<file path="config.mk">
export PLATFORM = sky130hd
export DESIGN_NAME = tim_capture_status
export DESIGN_NICKNAME = d
export VERILOG_FILES = /design/src/rtl/tcs_pkg.sv /design/src/rtl/tcs_channel.sv /design/src/rtl/tcs_flags.sv /design/src/rtl/tim_capture_status.sv
export SDC_FILE = /design/constraint.sdc
export NUM_CORES = 1
export LEC_CHECK = 0
export ABC_CLOCK_PERIOD_IN_PS = 3500
export BUFFER_PORTS_ARGS = -buffer_cell sky130_fd_sc_hd__buf_2
export CORE_MARGIN = 1
export CORE_UTILIZATION = 45
export CTS_BUF_LIST = sky130_fd_sc_hd__clkbuf_4
export DETAILED_ROUTE_END_ITERATION = 12
export PLACE_DENSITY = 0.71
export SYNTH_ARGS = -nofsm -noshare
export SYNTH_HDL_FRONTEND = slang
export SYNTH_HIERARCHICAL = 1
export SYNTH_SLANG_ARGS = --single-unit
export TNS_END_PERCENT = 1
</file>
<file path="constraint.sdc">
create_clock -name clk -period 3.5 [get_ports clk]
set_input_delay 0.7 -clock clk [delete_from_list [all_inputs] [get_ports clk]]
set_output_delay 0.7 -clock clk [all_outputs]
set_load 0.005 [all_outputs]
</file>
<file path="src/rtl/tcs_pkg.sv">
package tcs_pkg;

  localparam int DW      = 16;
  localparam int MAX_CH  = 4;
  localparam int UPD_BIT = 0;
  localparam int CC_BASE = 1;
  localparam int OV_BASE = 9;

  localparam logic [1:0] ROUTE_PIN = 2'b01;

  localparam logic [2:0] A_ROUTE = 3'd0;
  localparam logic [2:0] A_CFG   = 3'd1;
  localparam logic [2:0] A_IEN   = 3'd2;
  localparam logic [2:0] A_FLAGS = 3'd3;

  // Transition detector: pol_n/pol_p select rising, falling or both
  function automatic logic edge_fire(input logic prev, input logic cur,
                                     input logic pol_p, input logic pol_n);
    logic rise, fall;
    rise = cur & ~prev;
    fall = prev & ~cur;
    case ({pol_n, pol_p})
      2'b01:   return fall;
      2'b11:   return rise | fall;
      default: return rise;
    endcase
  endfunction

  // Write-zero-to-clear: a written 1 keeps the bit
  function automatic logic [DW-1:0] wzc(input logic [DW-1:0] cur,
                                        input logic [DW-1:0] wdata,
                                        input logic we);
    return we ? (cur & wdata) : cur;
  endfunction

  function automatic logic [DW-1:0] route_mask(input int nch);
    logic [DW-1:0] m;
    m = '0;
    for (int i = 0; i < MAX_CH; i++)
      if (i < nch) m[2*i +: 2] = 2'b11;
    return m;
  endfunction

  function automatic logic [DW-1:0] cfg_mask(input int nch);
    logic [DW-1:0] m;
    m = '0;
    for (int i = 0; i < MAX_CH; i++)
      if (i < nch) m[4*i +: 3] = 3'b111;
    return m;
  endfunction

  function automatic logic [DW-1:0] ien_mask(input int nch);
    logic [DW-1:0] m;
    m = '0;
    m[UPD_BIT] = 1'b1;
    for (int i = 0; i < MAX_CH; i++)
      if (i < nch) m[CC_BASE + i] = 1'b1;
    return m;
  endfunction

  function automatic logic [DW-1:0] flag_mask(input int nch);
    logic [DW-1:0] m;
    m = ien_mask(nch);
    for (int i = 0; i < MAX_CH; i++)
      if (i < nch) m[OV_BASE + i] = 1'b1;
    return m;
  endfunction

endpackage

</file>
<file path="src/rtl/tcs_channel.sv">
module tcs_channel
  import tcs_pkg::*;
#(
  parameter int CNT_W = 16
) (
  input  logic             clk,
  input  logic             rst_n,
  input  logic             tin,
  input  logic [1:0]       route,
  input  logic             on,
  input  logic             pol_p,
  input  logic             pol_n,
  input  logic [CNT_W-1:0] cnt_val,
  output logic             cap_evt,
  output logic [CNT_W-1:0] cap_val
);

  logic tin_q;
  logic edge_seen;

  always_ff @(posedge clk or negedge rst_n) begin
    if (!rst_n) tin_q <= 1'b0;
    else        tin_q <= tin;
  end

  assign edge_seen = edge_fire(tin_q, tin, pol_p, pol_n);
  assign cap_evt   = (route == ROUTE_PIN) && on && edge_seen;

  always_ff @(posedge clk or negedge rst_n) begin
    if (!rst_n)       cap_val <= '0;
    else if (cap_evt) cap_val <= cnt_val;
  end

  AST_CAP_LOAD: assert property (@(posedge clk) disable iff (!rst_n)
    cap_evt |=> (cap_val == $past(cnt_val)));
  AST_CAP_HOLD: assert property (@(posedge clk) disable iff (!rst_n)
    !cap_evt |=> $stable(cap_val));

endmodule

</file>
<file path="src/rtl/tcs_flags.sv">
module tcs_flags
  import tcs_pkg::*;
#(
  parameter int NUM_CH = 4
) (
  input  logic              clk,
  input  logic              rst_n,
  input  logic              wr_flags,
  input  logic              wr_ien,
  input  logic [DW-1:0]     wr_data,
  input  logic              upd_pulse,
  input  logic [NUM_CH-1:0] cap_evt,
  output logic [DW-1:0]     flags,
  output logic [DW-1:0]     ien,
  output logic              irq
);

  localparam logic [DW-1:0] F_MASK = flag_mask(NUM_CH);
  localparam logic [DW-1:0] E_MASK = ien_mask(NUM_CH);

  logic [DW-1:0]     flag_q, flag_d, set_v;
  logic [DW-1:0]     ien_q;
  logic [NUM_CH-1:0] ovr_evt;
  logic [4:0]        pend;

  for (genvar n = 0; n < NUM_CH; n++) begin : g_ovr
    assign ovr_evt[n] = cap_evt[n] & flag_q[CC_BASE + n];
  end

  always_comb begin
    set_v          = '0;
    set_v[UPD_BIT] = upd_pulse;
    for (int n = 0; n < NUM_CH; n++) begin
      set_v[CC_BASE + n] = cap_evt[n];
      set_v[OV_BASE + n] = ovr_evt[n];
    end
    flag_d = (wzc(flag_q, wr_data, wr_flags) | set_v) & F_MASK;
  end

  always_ff @(posedge clk or negedge rst_n) begin
    if (!rst_n) begin
      flag_q <= '0;
      ien_q  <= '0;
    end else begin
      flag_q <= flag_d;
      if (wr_ien) ien_q <= wr_data & E_MASK;
    end
  end

  assign pend  = flag_q[4:0] & ien_q[4:0];
  assign irq   = |pend;
  assign flags = flag_q;
  assign ien   = ien_q;

  AST_UPD_SETS: assert property (@(posedge clk) disable iff (!rst_n)
    upd_pulse |=> flags[UPD_BIT]);
  AST_SET_WINS: assert property (@(posedge clk) disable iff (!rst_n)
    (upd_pulse && wr_flags && !wr_data[UPD_BIT]) |=> flags[UPD_BIT]);
  AST_CLR_ZERO: assert property (@(posedge clk) disable iff (!rst_n)
    (wr_flags && !wr_data[UPD_BIT] && !upd_pulse) |=> !flags[UPD_BIT]);
  AST_KEEP_ONE: assert property (@(posedge clk) disable iff (!rst_n)
    (flags[UPD_BIT] && !(wr_flags && !wr_data[UPD_BIT])) |=> flags[UPD_BIT]);
  AST_IRQ_UPD: assert property (@(posedge clk) disable iff (!rst_n)
    (upd_pulse && ien[UPD_BIT] && !wr_ien) |=> irq);

  for (genvar n = 0; n < NUM_CH; n++) begin : g_chk
    AST_CC_SET: assert property (@(posedge clk) disable iff (!rst_n)
      cap_evt[n] |=> flags[CC_BASE + n]);
    AST_OVR_SET: assert property (@(posedge clk) disable iff (!rst_n)
      (cap_evt[n] && flags[CC_BASE + n]) |=> flags[OV_BASE + n]);
  end

endmodule

</file>
<file path="src/rtl/tim_capture_status.sv">
module tim_capture_status
  import tcs_pkg::*;
#(
  parameter int NUM_CH = 4,
  parameter int CNT_W  = 16
) (
  input  logic             clk,
  input  logic             rst_n,
  input  logic [CNT_W-1:0] cnt_val,
  input  logic             upd_pulse,
  input  logic [3:0]       tin,
  input  logic             wr_en,
  input  logic [2:0]       wr_addr,
  input  logic [15:0]      wr_data,
  input  logic [2:0]       rd_addr,
  output logic [15:0]      rd_data,
  output logic             irq
);

  localparam logic [DW-1:0] R_MASK = route_mask(NUM_CH);
  localparam logic [DW-1:0] C_MASK = cfg_mask(NUM_CH);

  logic [DW-1:0]    route_q, cfg_q, flags, ien;
  logic [MAX_CH-1:0] cap_evt_all;
  logic [CNT_W-1:0] cap_arr [MAX_CH];
  logic             wr_route, wr_cfg, wr_ien, wr_flags;

  assign wr_route = wr_en && (wr_addr == A_ROUTE);
  assign wr_cfg   = wr_en && (wr_addr == A_CFG);
  assign wr_ien   = wr_en && (wr_addr == A_IEN);
  assign wr_flags = wr_en && (wr_addr == A_FLAGS);

  always_ff @(posedge clk or negedge rst_n) begin
    if (!rst_n) begin
      route_q <= '0;
      cfg_q   <= '0;
    end else begin
      if (wr_route) route_q <= wr_data & R_MASK;
      if (wr_cfg)   cfg_q   <= wr_data & C_MASK;
    end
  end

  for (genvar n = 0; n < MAX_CH; n++) begin : g_ch
    if (n < NUM_CH) begin : g_on
      tcs_channel #(.CNT_W(CNT_W)) u_ch (
        .clk     (clk),
        .rst_n   (rst_n),
        .tin     (tin[n]),
        .route   (route_q[2*n +: 2]),
        .on      (cfg_q[4*n]),
        .pol_p   (cfg_q[4*n+1]),
        .pol_n   (cfg_q[4*n+2]),
        .cnt_val (cnt_val),
        .cap_evt (cap_evt_all[n]),
        .cap_val (cap_arr[n])
      );
    end else begin : g_off
      assign cap_evt_all[n] = 1'b0;
      assign cap_arr[n]     = '0;
    end
  end

  tcs_flags #(.NUM_CH(NUM_CH)) u_flags (
    .clk       (clk),
    .rst_n     (rst_n),
    .wr_flags  (wr_flags),
    .wr_ien    (wr_ien),
    .wr_data   (wr_data),
    .upd_pulse (upd_pulse),
    .cap_evt   (cap_evt_all[NUM_CH-1:0]),
    .flags     (flags),
    .ien       (ien),
    .irq       (irq)
  );

  always_comb begin
    case (rd_addr)
      A_ROUTE: rd_data = route_q;
      A_CFG:   rd_data = cfg_q;
      A_IEN:   rd_data = ien;
      A_FLAGS: rd_data = flags;
      default: rd_data = DW'(cap_arr[rd_addr[1:0]]);
    endcase
  end

  AST_ROUTE_WR: assert property (@(posedge clk) disable iff (!rst_n)
    wr_route |=> (route_q == ($past(wr_data) & R_MASK)));
  AST_CFG_KEEP: assert property (@(posedge clk) disable iff (!rst_n)
    !wr_cfg |=> $stable(cfg_q));

endmodule

</file>
==> flow_summary.json <==
{
  "tightest_slew_ns": 0.827,
  "placed_area_um2": 5790,
  "sequentialPowerShare": 0.502,
  "crit_fanout": 44,
  "wirelength_um": 11300,
  "cts.sinks": 102,
  "peakVddDrop_uv": 289,
  "yosysTopAreaCell": "dfrtp_1",
  "critPathKind": "in2out",
  "synthAdderAreaFrac": 0.0184,
  "relSlewSlack": 0.446,
  "postSynthCellCount": 362,
  "synth-xor-area-share": 0,
  "viasPerCell": 5.47,
  "n_fill_cell": 1004,
  "clock_path_buffers": 2,
  "clk_latency_ns": 0.47,
  "cts_resized": 0,
  "ys_seq_area_frac": 0.470,
  "synth_compound_area_frac": 0.0750,
  "status": "finished with violations",
  "p_per_area_nw_per_um2": 655,
  "clock.fmax_mhz": 354,
  "io_buffers": 61,
  "synth_cell_types": 38,
  "skew_ns": 0.0193,
  "die_w_um": 112,
  "period_minus_slack_ns": 2.83,
  "hpwl_um": 7840,
  "syn_to_final_growth_pct": 9.69,
  "switchingPower_mw": 1.09,
  "postCtsHoldBufs": 0,
  "cp-end-kind": "primary output",
  "synth-edff-count": 0,
  "worstPathArrival_ns": 2.13,
  "synth_top_cell_area_share": 0.470,
  "maxCapViolCount": 0,
  "tritoncts": "yes",
  "synth-simple-area-share": 0.0389,
  "synthTopCellsByCount": "102 x dfrtp_1, 60 x mux2_2, 42 x mux2_4, 22 x mux2i_1, 20 x buf_4",
  "crit_required_ns": 2.80,
  "cellLeakagePower_nw": 2.74,
  "finalCritPeriodShare": 0.808,
  "drive_gt1_frac": 0.485,
  "core_area_um2": 11600,
  "synthArstFlopShare": 1.00,
  "synth.area.top_cells": "dfrtp_1 47%, mux2_2 12%, mux2_4 12%",
  "design_area_um2": 5960,
  "drtIter0Drc": 174,
  "switching_share": 0.279,
  "synthMuxAreaShare": 0.336,
  "netlist_area_um2": 5440,
  "initial_core_util": 0.468,
  "fp.dieArea_um2": 12500,
  "fin_nets": 482,
  "clkTransAtPathRegs_ns": 0.15,
  "p_comb_frac": 0.309,
  "ys_ff_latch": 102,
  "hold_viol": 0,
  "post_cts_buffers": 0,
  "maxSlewViolCount": 0,
  "drc": 3,
  "setup_violations": 0,
  "synth_warnings": 6,
  "yosysMostFrequentCell": "dfrtp_1",
  "cts_made_buffers": 9,
  "cts_root_buffer": "clkbuf_4",
  "power.total_mw": 3.91,
  "postRouteAntennaNets": 0,
  "wl_per_cell_um": 19.6,
  "antenna_found_initial": 0,
  "diodes": 0,
  "pwr-share-clk": 0.189,
  "grt_overflow": 0,
  "vias": 3141,
  "ys_dominant_reg_cell": "dfrtp_1",
  "num_rows": 39,
  "synth_top_family_by_area": "multiplexers",
  "rsz0062_at_grt": "false",
  "htreeDepth": 3,
  "place_congestion": 0.777,
  "drtPass1Iterations": 8,
  "cellInternalPower_mw": 2.82,
  "dieHeight_um": 112,
  "worst_setup_path_start_kind": "input port",
  "violations": "design-rule violations",
  "boundaryPins": 63,
  "hold_path.class": "in2async",
  "grt_pass1_vias": 3479,
  "setup_tns_ns": 0,
  "syn_area_per_cell_um2": 15.0,
  "grt_pass1_wl_um": 18600,
  "grt_start_max_net_pins": 61,
  "grt.total_usage": 0.195
}
area by class of cell:
class | count | area [um2] | area share
Multi-Input combinational cell | 235 | 2610 | 0.438
Timing Repair Buffer | 72 | 415 | 0.0697
Clock inverter | 4 | 97.6 | 0.0164
Inverter | 8 | 30.0 | 0.00504
Clock buffer | 10 | 75.1 | 0.0126
Tap cell | 143 | 179 | 0.0300
Sequential cell | 102 | 2550 | 0.428
cells in the final DEF (no fill, tap or decap), types with 2 or more instances in the layout:
cell       synthesis  final
a21o_1             5      5
a221oi_1          12     12
a22o_1             4      4
a22oi_1            3      3
a311oi_4           4      4
buf_12             5      2
buf_2              4     60
buf_4             20     10
bufinv_16          0      3
clkbuf_4           0     10
conb_1             1     18
dfrtp_1          102    102
ha_1               8      8
inv_1              8      8
mux2_2            60     60
mux2_4            42     42
mux2i_1           22     22
mux4_1             5      5
mux4_2             7      7
nand2_1            5      5
nand2b_1          14     14
nand2b_2           4      4
nand3_1            2      2
o211ai_2           4      4
o21a_1             2      2
o21ai_0            2      2
o221ai_1           2      2
stage by stage:
step                      cells  utilization  worst slack [ns]  hold slack [ns]
after floorplan             379            -              1.10            0.404
after global placement      560        0.499             0.646            0.477
after detailed placement    560        0.499             0.662            0.483
after CTS                   574        0.513             0.655            0.316
after global routing        574        0.513             0.609            0.338
final                       574        0.513             0.672            0.300
power groups by stage:
stage | combinational (mW) | sequential (mW) | clock (mW)
after floorplan | 0.983 | 1.87 | 0
after global placement | 1.17 | 1.95 | 0
after detailed placement | 1.22 | 1.98 | 0
after CTS | 1.22 | 1.96 | 0.760
after global routing | 1.30 | 2.02 | 0.797
final | 1.21 | 1.96 | 0.739
per-layer routing:
layer,vias to the layer above,part of all wire,track usage
met4,0,0.013,0.0495
met2,57,0.50,0.322
met5,-,0,0
met1,1635,0.46,0.261
met3,11,0.032,0.0425
li1,1438,-,-
registers in the layout (all words and copies together) (netlist names):
name / cells
g_ch.g_on.u_ch/tin_q: 4
g_ch.g_on.u_ch/cap_val: 64
u_flags/ien: 5
u_flags/flags: 9
route_q: 8
cfg_q: 12
cell families (layout without fill, tap and decap cells):
| group | after synthesis | in the layout |
|---|---|---|
| AO/OA/AOI/OAI | 39 | 39 |
| buffers and inverters | 42 | 94 |
| multiplexers | 137 | 137 |
| adder cells (fa/ha/maj) | 8 | 8 |
| other | 1 | 18 |
| flip-flops | 102 | 102 |
| AND/OR/NAND/NOR | 33 | 33 |
critical path, stage by stage:
cell,delay [ns]
buf_2,0.10
buf_12,0.27
mux4_1,0.61
mux2_4,0.29
buf_2,0.13
path summary, 6_finish.rpt:
check                                                     end                     from  slack [ns]  cells after the start
worst max-delay path                               rd_data[0]               rd_addr[1]        0.67                      5
worst min-delay path            g_ch[3].g_on.u_ch/cap_val[14]                    rst_n        0.30                      1
worst max register to register   g_ch[3].g_on.u_ch/cap_val[1]  g_ch[3].g_on.u_ch/tin_q        1.33                      5
worst min register to register              u_flags/flags[12]        u_flags/flags[12]        0.52                      1
max in group asynchronous             g_ch[0].g_on.u_ch/tin_q                    rst_n        2.48                      2
min in group clk                      g_ch[1].g_on.u_ch/tin_q                   tin[1]        0.36                      1
Note: power is estimated with default switching activity, not from simulation.
